[src/rtl/spi_multi_master.sv]
module spi_multi_master #(
  parameter int DIV_W = 8,
  parameter int DLY_W = 8
) (
  input  logic        clk,
  input  logic        rst_n,
  input  logic        reg_wr,
  input  logic        reg_rd,
  input  logic [3:0]  reg_addr,
  input  logic [31:0] reg_wdata,
  output logic [31:0] reg_rdata,
  output logic        sclk,
  output logic        mosi,
  input  logic        miso,
  output logic [3:0]  cs_n,
  input  logic        ss_n_in,
  output logic        drv_en,
  output logic        tx_req,
  output logic        rx_req
);
  localparam int DW    = 16;
  localparam int NCS   = 4;
  localparam int SU_LO = 8;
  localparam int GP_LO = SU_LO + DLY_W;
  localparam int CW    = (DIV_W > DLY_W) ? DIV_W : DLY_W;

  typedef enum logic [1:0] {S_IDLE, S_LEAD, S_SHIFT, S_REST} st_t;

  function automatic logic [4:0] len_of(input logic [3:0] c);
    return (c > 4'd8) ? 5'd16 : 5'd8 + {1'b0, c};
  endfunction

  st_t              st_q;
  logic             en_q, enc_q, mfe_q, fault_q, ovr_q, tx_full_q, rx_full_q, sclk_q;
  logic [DIV_W-1:0] div_q;
  logic [3:0]       tgt_q, code_q, rx_cs_q;
  logic [1:0]       ci_q, ss_s;
  logic [31:0]      cfg_q [NCS];
  logic [DW-1:0]    tx_data_q, rx_data_q, txsr_q, rxsr_q;
  logic [CW-1:0]    cnt_q;
  logic [5:0]       ec_q;

  wire [31:0] cfg_t  = cfg_q[tgt_q[1:0]];
  wire [31:0] cfg_c  = cfg_q[ci_q];
  wire [4:0]  len_t  = len_of(cfg_t[3:0]);
  wire [4:0]  len_c  = len_of(cfg_c[3:0]);
  wire        cpha   = cfg_c[5];
  wire        lead   = ~ec_q[0];
  wire        samp   = lead ^ cpha;
  wire        shft   = cpha ? (lead && ec_q != 6'd0) : ~lead;
  wire [5:0]  ec_end = {len_c, 1'b0} - 6'd1;
  wire [DW-1:0] rx_nx   = samp ? {rxsr_q[DW-2:0], miso} : rxsr_q;
  wire [DW-1:0] rx_mask = DW'((17'd1 << len_c) - 17'd1);
  wire        active = (st_q == S_LEAD) || (st_q == S_SHIFT);
  wire        go     = (st_q == S_IDLE) && en_q && !fault_q && tx_full_q && (div_q != '0);
  wire        rd_rx  = reg_rd && reg_addr == 4'd3;
  wire        rd_st  = reg_rd && reg_addr == 4'd4;
  wire        f_hit  = en_q && mfe_q && !ss_s[1];
  wire [CW-1:0] half = CW'(div_q) - CW'(1);

  assign sclk   = sclk_q;
  assign mosi   = txsr_q[DW-1];
  assign cs_n   = !active ? 4'hF : (enc_q ? code_q : ~(4'b0001 << code_q[1:0]));
  assign drv_en = en_q && !fault_q;
  assign tx_req = en_q && !fault_q && !tx_full_q;
  assign rx_req = rx_full_q;

  always_comb begin
    reg_rdata = '0;
    if (reg_addr[3]) reg_rdata = cfg_q[reg_addr[1:0]];
    else case (reg_addr)
      4'd0: reg_rdata = {16'd0, 8'(div_q), 5'd0, mfe_q, enc_q, en_q};
      4'd1: reg_rdata = {28'd0, tgt_q};
      4'd3: reg_rdata = {12'd0, rx_cs_q, rx_data_q};
      4'd4: reg_rdata = {20'd0, rx_cs_q, 3'd0, st_q != S_IDLE, fault_q, ovr_q, tx_full_q, rx_full_q};
      default: reg_rdata = '0;
    endcase
  end

  always_ff @(posedge clk or negedge rst_n) begin
    if (!rst_n) begin
      st_q <= S_IDLE; en_q <= 1'b0; enc_q <= 1'b0; mfe_q <= 1'b0; div_q <= '0;
      fault_q <= 1'b0; ovr_q <= 1'b0; tx_full_q <= 1'b0; rx_full_q <= 1'b0;
      sclk_q <= 1'b0; tgt_q <= '0; code_q <= '0; rx_cs_q <= '0; ci_q <= '0;
      ss_s <= 2'b11; tx_data_q <= '0; rx_data_q <= '0; txsr_q <= '0; rxsr_q <= '0;
      cnt_q <= '0; ec_q <= '0;
      for (int i = 0; i < NCS; i++) cfg_q[i] <= '0;
    end else begin
      ss_s <= {ss_s[0], ss_n_in};
      if (rd_rx) rx_full_q <= 1'b0;
      if (rd_st) begin ovr_q <= 1'b0; fault_q <= 1'b0; end

      case (st_q)
        S_IDLE: begin
          sclk_q <= cfg_t[4];
          if (go) begin
            ci_q <= tgt_q[1:0]; code_q <= tgt_q; tx_full_q <= 1'b0;
            txsr_q <= tx_data_q << (5'(DW) - len_t);
            rxsr_q <= '0; ec_q <= '0;
            cnt_q <= CW'(cfg_t[SU_LO +: DLY_W]);
            st_q <= S_LEAD;
          end
        end
        S_LEAD: begin
          if (cnt_q == '0) begin st_q <= S_SHIFT; cnt_q <= half; end
          else cnt_q <= cnt_q - CW'(1);
        end
        S_SHIFT: begin
          if (cnt_q == '0) begin
            cnt_q <= half; sclk_q <= ~sclk_q; ec_q <= ec_q + 6'd1;
            rxsr_q <= rx_nx;
            if (shft) txsr_q <= txsr_q << 1;
            if (ec_q == ec_end) begin
              rx_data_q <= rx_nx & rx_mask; rx_cs_q <= code_q; rx_full_q <= 1'b1;
              if (rx_full_q && !rd_rx) ovr_q <= 1'b1;
              cnt_q <= CW'(cfg_c[GP_LO +: DLY_W]);
              st_q <= S_REST;
            end
          end else cnt_q <= cnt_q - CW'(1);
        end
        default: begin
          if (cnt_q == '0) st_q <= S_IDLE;
          else cnt_q <= cnt_q - CW'(1);
        end
      endcase

      if (f_hit) fault_q <= 1'b1;
      if (f_hit || !en_q) begin
        if (st_q == S_LEAD || st_q == S_SHIFT) st_q <= S_IDLE;
      end

      if (reg_wr) begin
        if (reg_addr[3]) cfg_q[reg_addr[1:0]] <= reg_wdata;
        else case (reg_addr)
          4'd0: begin
            en_q <= reg_wdata[0]; enc_q <= reg_wdata[1]; mfe_q <= reg_wdata[2];
            div_q <= reg_wdata[8 +: DIV_W];
          end
          4'd1: tgt_q <= reg_wdata[3:0];
          4'd2: begin tx_data_q <= reg_wdata[DW-1:0]; tx_full_q <= 1'b1; end
          default: ;
        endcase
      end
    end
  end
endmodule

[config.mk]
export PLATFORM = sky130hd
export DESIGN_NAME = spi_multi_master
export DESIGN_NICKNAME = d
export VERILOG_FILES = /design/src/rtl/spi_multi_master.sv
export SDC_FILE = /design/constraint.sdc
export NUM_CORES = 1
export LEC_CHECK = 0
export ABC_AREA = 0
export BUFFER_PORTS_ARGS = -buffer_cell sky130_fd_sc_hd__buf_2
export CORE_MARGIN = 2
export CORE_UTILIZATION = 25
export CTS_CLUSTER_SIZE = 14
export DETAILED_ROUTE_END_ITERATION = 7
export PLACE_DENSITY = 0.46
export REMOVE_ABC_BUFFERS = 1
export SLEW_MARGIN = 0
export SYNTH_ARGS = -nofsm -noshare
export SYNTH_HDL_FRONTEND = slang
export SYNTH_SLANG_ARGS = --single-unit
[constraint.sdc]
create_clock -name clk -period 4.7 [get_ports clk]
set_input_delay 0.47 -clock clk [delete_from_list [all_inputs] [get_ports clk]]
set_output_delay 0.47 -clock clk [all_outputs]
set_load 0.02 [all_outputs]
Yosys cells after proc, flatten, opt, wreduce, memory -nomap -nowiden
Index checks and enable logic that the tools add are counted.
{ "word_totals": {"reg_bits": 240, "output_inout_bits": 41, "word_cells": 162} }
{ "op_classes": {"order_cmp": 6, "bitwise": 9, "n_addsub": 8, "n_eq_ne": 11, "n_reduce_logical": 38, "n_shift": 3, "mux": 62} }
{ "op_table": {"columns": ["op", "count"], "rows": [
  ["binary-select mux 32 bit (select 2 bit)", 3],
  ["bitwise mux 128 bit", 1],
  ["2-to-1 mux 16 bit", 8],
  ["2-to-1 mux 32 bit", 4],
  ["one-hot mux 20 bit (4 select lines)", 1],
  ["demux 32 bit (select 2 bit)", 1],
  ["one-hot mux 16 bit (2 select lines)", 2],
  ["2-to-1 mux 24 bit", 2],
  ["2-to-1 mux 8 bit", 5],
  ["one-hot mux 8 bit (3 select lines)", 1],
  ["2-to-1 mux 1 bit", 18],
  ["bitwise AND 16 bit", 1],
  ["left shift 1 x 5 -> 16 bit, first input constant", 1],
  ["left shift 16 x 5 -> 16 bit", 1],
  ["subtractor 16 x 1 -> 16 bit, second input constant", 1],
  ["subtractor 8 x 1 -> 8 bit, second input constant", 2],
  ["AND reduction 3 bit", 5],
  ["2-to-1 mux 2 bit", 7],
  ["logical AND 1 bit", 13],
  ["2-to-1 mux 6 bit", 2],
  ["one-hot mux 6 bit (2 select lines)", 1],
  ["adder 4 x 4 -> 5 bit, first input constant", 2],
  ["2-to-1 mux 5 bit", 2],
  ["greater-or-equal comparator 3 bit, second input constant", 3],
  ["other kinds (31)", 50]
]} }

Logic depth before layout (Yosys ltp)
Gate-level depths: netlist of the first run.
{ "depth": {"word_depth": 13, "mapped_depth": 14, "depth_no_buf": 11} }

Worst setup path before layout of the first run
OpenSTA, ideal clock, no wires.
{ "synth_path": {"path_type": "register -> register", "startpoint": "register, netlist name code_q[0]", "endpoint": "register cnt_q[6]", "setup_slack_ns": 1.287, "arrival_time_ns": 3.278, "path_buffers": 3, "synth_period_minus_slack_ns": 3.413, "setup_ns": 0.135, "path_stages_with_launch": 14, "required_time_ns": 4.565, "path_cell_list": "dfrtp_1 -> buf_6 -> mux4_2 -> clkbuf_1 -> nand2b_1 -> ha_1 -> ha_1 -> xor2_1 -> nand3_1 -> a311oi_2 -> buf_6 -> mux2_2 -> o211ai_1 -> o211ai_1"} }
{ "synth_rtl": {"columns": ["element", "line", "rtl"], "rows": [
  ["end signal, assigned", "100", "cnt_q <= CW'(cfg_t[SU_LO +: DLY_W]);"],
  ["end signal, assigned", "106", "else cnt_q <= cnt_q - CW'(1);"],
  ["end signal, assigned", "110", "cnt_q <= half; sclk_q <= ~sclk_q; ec_q <= ec_q + 6'd1;"],
  ["end, declared", "40", "logic [CW-1:0] cnt_q;"]
]} }

==> impl_metrics.tcl, run 1 <==
set metrics [dict create \
    cts_max_level 1 \
    grt_usage_pct 14.6 \
    powerDensity_nw_per_um2 557 \
    area_growth_pct 17.0 \
    worstPathCellList "buf_4 > mux4_2 > nand2b_1 > ha_1 > ha_1 > xor2_1 > nand3_1 > a311oi_2 > buf_4 > nand3_2 > o41ai_2" \
    hp-start "miso" \
    ant_nets 0 \
    rsz0062_at_grt "no" \
    fin_worst_skew_ps 29.3 \
    synthArstFlopShare_pct 100 \
    yosys_warnings 0 \
    cp-end-kind "flop" \
    dp_hpwl_um 27800 \
    ys_seq_elements 238 \
    p_leak_nw 6.47 \
    fmax_mhz 256 \
    cts_tree "built" \
    syn-instance-count 1090 \
    ys_seq_area_share_pct 45.9 \
    max_stage_delay_ps 600 \
    die_area_um2 53700 \
    grt_max_degree 123 \
    initial_utilization_pct 25.3 \
    cts_buffer_depth 3 \
    layoutNonFillerInstCount 1862 \
    critPathSlowestCell "nand3_2" \
    drc_errors 0 \
    setup_viol 0 \
    totalWireLength_um 39300 \
    post_cts_buffers 0 \
    cts_buffers 30 \
    pwr-share-seq_pct 33.5 \
    root_buffer "clkbuf_16" \
    wl_per_cell_um 21.1 \
    synth_edf_count 0 \
    pin_count 83 \
    yosysUniqueCellTypes 67 \
    fillCellCount 5321 \
    std_cell_rows 83 \
    multi_input_area_um2 6650 \
    p_clk_share_pct 27.1 \
    rr_worst_depth 11 \
    final_nets 1219 \
    clkLatencyLatePin_ps 590 \
    period_share_pct 83.0 \
    drive_gt1_share_pct 34.1 \
    reg2reg_slack_ps 800 \
    outcome "completed" \
    min_to "rxsr_q[0]" \
    regToRegStartpoint "code_q[0]" \
    max-cap-violations 0 \
    drv_slew 0 \
    crit_type "reg2reg" \
    fp.dieW_um 232 \
    drtPass1Iterations 6 \
    synth_area_leaders "dfrtp_1, mux2_2, mux4_2, nand2_1, mux2i_1" \
    core_area_um2 51300 \
    critical_path.top_delay_family "simple AND/OR/NAND/NOR gates" \
    antenna_found_initial 5 \
    critPathMaxFanout 41 \
    vdd_drop_max_v 0.000270 \
    required_ps 5160 \
    grt_pass1_vias 9432 \
    diodes 0 \
    p_comb_share_pct 39.4 \
    gp_congestion 0.845 \
    grt_pass1_wl_um 60300 \
    synth.largest_area_cell "dfrtp_1" \
    clkTransAtPathRegs_ps 60 \
    ys.flop_type "dfrtp_1" \
    timing.rr.end "rx_data_q[14]" \
    slew_headroom_pct 18.1 \
    p_int_mw 5.31 \
    switchingPower_mw 3.14 \
    die_h_um 232 \
    critPathBufInv 2 \
    arrival_ps 4360 \
    grt_overflow 0 \
    seq_area_um2 5960 \
    vias_per_cell 4.95 \
    hold_violations 0 \
    io_buffers 82 \
    min_path_cells 2 \
    vias 9216 \
    dpl.cell_count 1806 \
    fin_tns_setup_ps 0 \
    p_sw_share_pct 37.2 \
    drt_iter0_drc 623 \
    yosysTopAreaCellShare_pct 45.5 \
    min_period_ps 3900 \
    clkSinkCount 238 \
    avgSynthCellArea_um2 11.9 \
    tightest_slew_ps 1220 \
    cp-start-kind "flop" \
    hp-class "in2reg" \
    syn-cell-area_um2 13000 \
]
-- cells by family (layout without fill, tap and decap cells) --
group           Yosys count  in the layout  share of synthesized area [%]
flops                   238            238                           45.9
compound gates          192            192                           10.6
simple gates            249            249                           9.00
fa+ha+maj                17             17                           1.64
buf+inv                  99            190                           3.11
mux                     272            272                           28.3
xor+xnor                 22             22                           1.49
other cells               1              2                         0.0289
-- sequential cells by signal, summed over array words and instances, names as in the netlist --
register,flops
sclk,1
rx_req,1
ovr_q,1
st_q,2
fault_q,1
tx_full_q,1
rx_cs_q,4
enc_q,1
ec_q,6
rx_data_q,16
rxsr_q,16
mfe_q,1
tgt_q,4
cfg_q,128
ss_s,2
txsr_q,16
en_q,1
div_q,8
cnt_q,8
code_q,4
tx_data_q,16
-- Yosys cell counts (all sizes together), types with 4 or more instances --
library cell and n:
a22oi 7, dfrtp 236, a21o 4, o31ai 7, a22o 25, a21boi 4, buf 18, a21oi 28
mux2 175, nand3 9, or3 8, inv 25, a211oi 7, a222oi 12, nor2b 9, o211ai 12
a221o 5, o21ai 47, mux2i 39, mux4 58, xor2 12, xnor2 10, nor2 37, clkbuf 55
nand2b 14, nand2 125, nor4 5, nand4 4, ha 17, and2 16, o221ai 7, nor3 9
-- worst max-delay path by stage --
| stage | from | slack [ps] | end | cells after the start |
|---|---|---|---|---|
| finish | code_q[0] | 800 | rx_data_q[14] | 11 |
| global route | code_q[0] | 460 | rx_data_q[14] | 11 |
| CTS | code_q[0] | 730 | rx_data_q[14] | 11 |
| detailed placement | code_q[0] | 750 | rx_data_q[14] | 11 |
| global placement | code_q[0] | 790 | rx_cs_q[3] | 11 |
| floorplan | code_q[0] | 430 | rx_cs_q[2] | 9 |
-- cells in the final DEF, fill, tap and decap left out, types with 9 or more instances in the layout --
cell type and instances:
nand2b_1 13, xor2_1 12, nor2_1 37, buf_4 25, a222oi_1 12, mux4_2 58, nand2_1 125, mux2_2 175
inv_1 24, buf_2 81, o211ai_1 12, xnor2_1 9, and2_1 16, ha_1 17, clkbuf_16 30, dfrtp_1 236
a22o_1 25, a21oi_1 28, clkbuf_1 9, o21ai_0 46, mux2i_1 39
-- power groups by stage --
stage | Sequential, mW | Clock (mW) | Combinational (mW)
finish | 2.83 | 2.29 | 3.33
global route | 2.89 | 2.44 | 3.64
CTS | 2.83 | 2.35 | 3.35
detailed placement | 2.86 | 0 | 3.33
global placement | 2.85 | 0 | 3.32
floorplan | 2.79 | 0 | 2.33
-- per-layer routing --
layer,track usage [%],up-vias,part of all wire [%]
met2,23.5,247,46
met4,4.21,8,2.8
met3,2.79,71,5.3
li1,-,4195,-
met5,0,-,0.14
met1,20.1,4695,46
-- through the flow --
stage	hold WS [ps]	area [um2]	setup slack, ps	total power [mW]	utilization (%)
5_1_grt	129	15200	455	8.98	29.6
3_5_place_dp	366	14200	748	6.19	27.6
2_1_floorplan	174	12700	425	5.12	-
6_report	140	15200	797	8.45	29.6
4_1_cts	122	15200	730	8.53	29.6
3_3_place_gp	365	14200	793	6.17	27.6
-- repair_timing --
action	4_1_cts	5_1_grt
gates resized for setup	0	0
hold endpoints to repair	75	0
hold buffers	2	0
-- cell type report --
type                            instances  share of cell area [%]
Timing Repair Buffer                  110                    4.27
Inverter                               26                   0.643
Sequential cell                       238                    39.2
Multi-Input combinational cell        754                    43.8
Clock inverter                         10                   0.816
Clock buffer                           44                    5.62
Tap cell                              680                    5.60
Power figures use the tool's default switching activity.
==> inputs of run 2 (changes only) <==
==> constraint.sdc (replaced) <==
create_clock -name clk -period 4 [get_ports clk]
set_input_delay 0.4 -clock clk [delete_from_list [all_inputs] [get_ports clk]]
set_output_delay 0.4 -clock clk [all_outputs]
set_load 0.02 [all_outputs]
==> impl_metrics.tcl, run 2 (same netlist as run 1, synthesis figures left out) <==
set metrics [dict create \
    clkTransAtPathRegs_ps 60 \
    grt_overflow 0 \
    largest_register_ffs 128 \
    hold_violations 0 \
    rsz0062_at_grt "no" \
    wl_per_cell_um 21.2 \
    fp.dieW_um 232 \
    p_leak_nw 6.48 \
    cts_buffers 28 \
    drv_slew 0 \
    std_cell_rows 83 \
    initial_utilization_pct 25.3 \
    max-cap-violations 0 \
    grt_max_degree 121 \
    max_stage_delay_ps 720 \
    area_growth_pct 16.9 \
    cts_max_level 1 \
    worst_slack_ps 422 \
    powerDensity_nw_per_um2 647 \
    arrival_ps 4050 \
    final_cell_mix "dfrtp_1, mux2_2, nand2_1, buf_2, mux4_2" \
    critPathBufInv 2 \
    required_ps 4470 \
    pre_cts_ws_ps 374 \
    crit_type "reg2reg" \
    die_area_um2 53700 \
    cts_buffer_depth 3 \
    cts_tree "built" \
    slew_headroom_pct 33.8 \
    final_common_cell "dfrtp_1" \
    finalInstanceArea_um2 15200 \
    diodes 0 \
    totalWireLength_um 39600 \
    tightest_slew_ps 993 \
    final_nets 1226 \
    grt_pass1_vias 9207 \
    worstPathCellList "mux4_2 > nand2b_1 > ha_1 > ha_1 > xor2_1 > nand3_1 > a311oi_2 > buf_4 > nand3_2 > buf_4 > o41ai_2" \
    outcome "completed" \
    layoutNonFillerInstCount 1868 \
    setup_viol 0 \
    critPathMaxFanout 41 \
    io_buffers 82 \
    fin_worst_skew_ps 12.3 \
    hp-class "in2reg" \
    vias_per_cell 4.98 \
    critical_path.top_delay_family "multiplexers" \
    grt_pass1_wl_um 60900 \
    critPathSlowestCell "mux4_2" \
    ant_nets 0 \
    antenna_found_initial 3 \
    root_buffer "clkbuf_16" \
    cp-start-kind "flop" \
    clkLatencyLatePin_ps 570 \
    grt_usage_pct 14.8 \
    clkSinkCount 238 \
    drt_iter0_drc 806 \
    die_h_um 232 \
    drive_gt1_share_pct 34.3 \
    vias 9310 \
    holdWs_ps 78.3 \
    top_register "cfg_q" \
    drc_errors 0 \
    vdd_drop_max_v 0.000318 \
    gp_congestion 0.803 \
    dpl.cell_count 1815 \
    min_period_ps 3580 \
    post_cts_resized 0 \
    place_area_um2 14300 \
    pin_count 83 \
    p_total_mw 9.81 \
    drtPass1Iterations 6 \
    period_share_pct 89.4 \
    dp_hpwl_um 28300 \
    fmax_mhz 280 \
    core_area_um2 51300 \
    cp-end-kind "flop" \
]
## run 2: power breakdown
part | internal [mW] | switching (mW)
Combinational | 1.75 | 2.22
Clock | 1.46 | 1.05
Sequential | 2.90 | 0.421
## run 2: repair_timing
item,in CTS,in global routing
hold endpoints to repair,8,0
hold buffers,2,0
buffers inserted,0,0
## run 2: through the flow
step | util (%) | setup TNS [ps]
after global routing | 29.6 | 0
after floorplan | - | -4630
after detailed placement | 27.8 | 0
after global placement | 27.8 | 0
after CTS | 29.6 | 0
final | 29.6 | 0
## run 2: layout make-up
cell class	instances	area, um2
clock buffer	47	862
clock inverter	4	35.0
fill	5322	36100
inverter	26	97.6
multi-input combinational	754	6650
sequential	238	5960
tap	680	851
timing repair buffer	119	716
## run 2: per-layer routing
layer,global-route usage [%],part of all wire (%),vias to the layer above
met2,23.4,47,190
met5,0,0.038,-
met4,2.96,1.9,4
li1,-,-,4192
met1,21.4,48,4877
met3,2.16,4.0,47
## run 2: path summary, 6_finish.rpt
kind,from,to,slack [ps],depth (start not counted)
max in group asynchronous,rst_n,rxsr_q[11],2390,3
min in group asynchronous,rst_n,cfg_q[94],510,2
hold / removal,miso,rxsr_q[0],80,2
setup / recovery,code_q[0],rx_data_q[14],420,11
setup reg to reg,code_q[0],rx_data_q[14],420,11
hold reg to reg,ss_s[0],ss_s[1],360,0
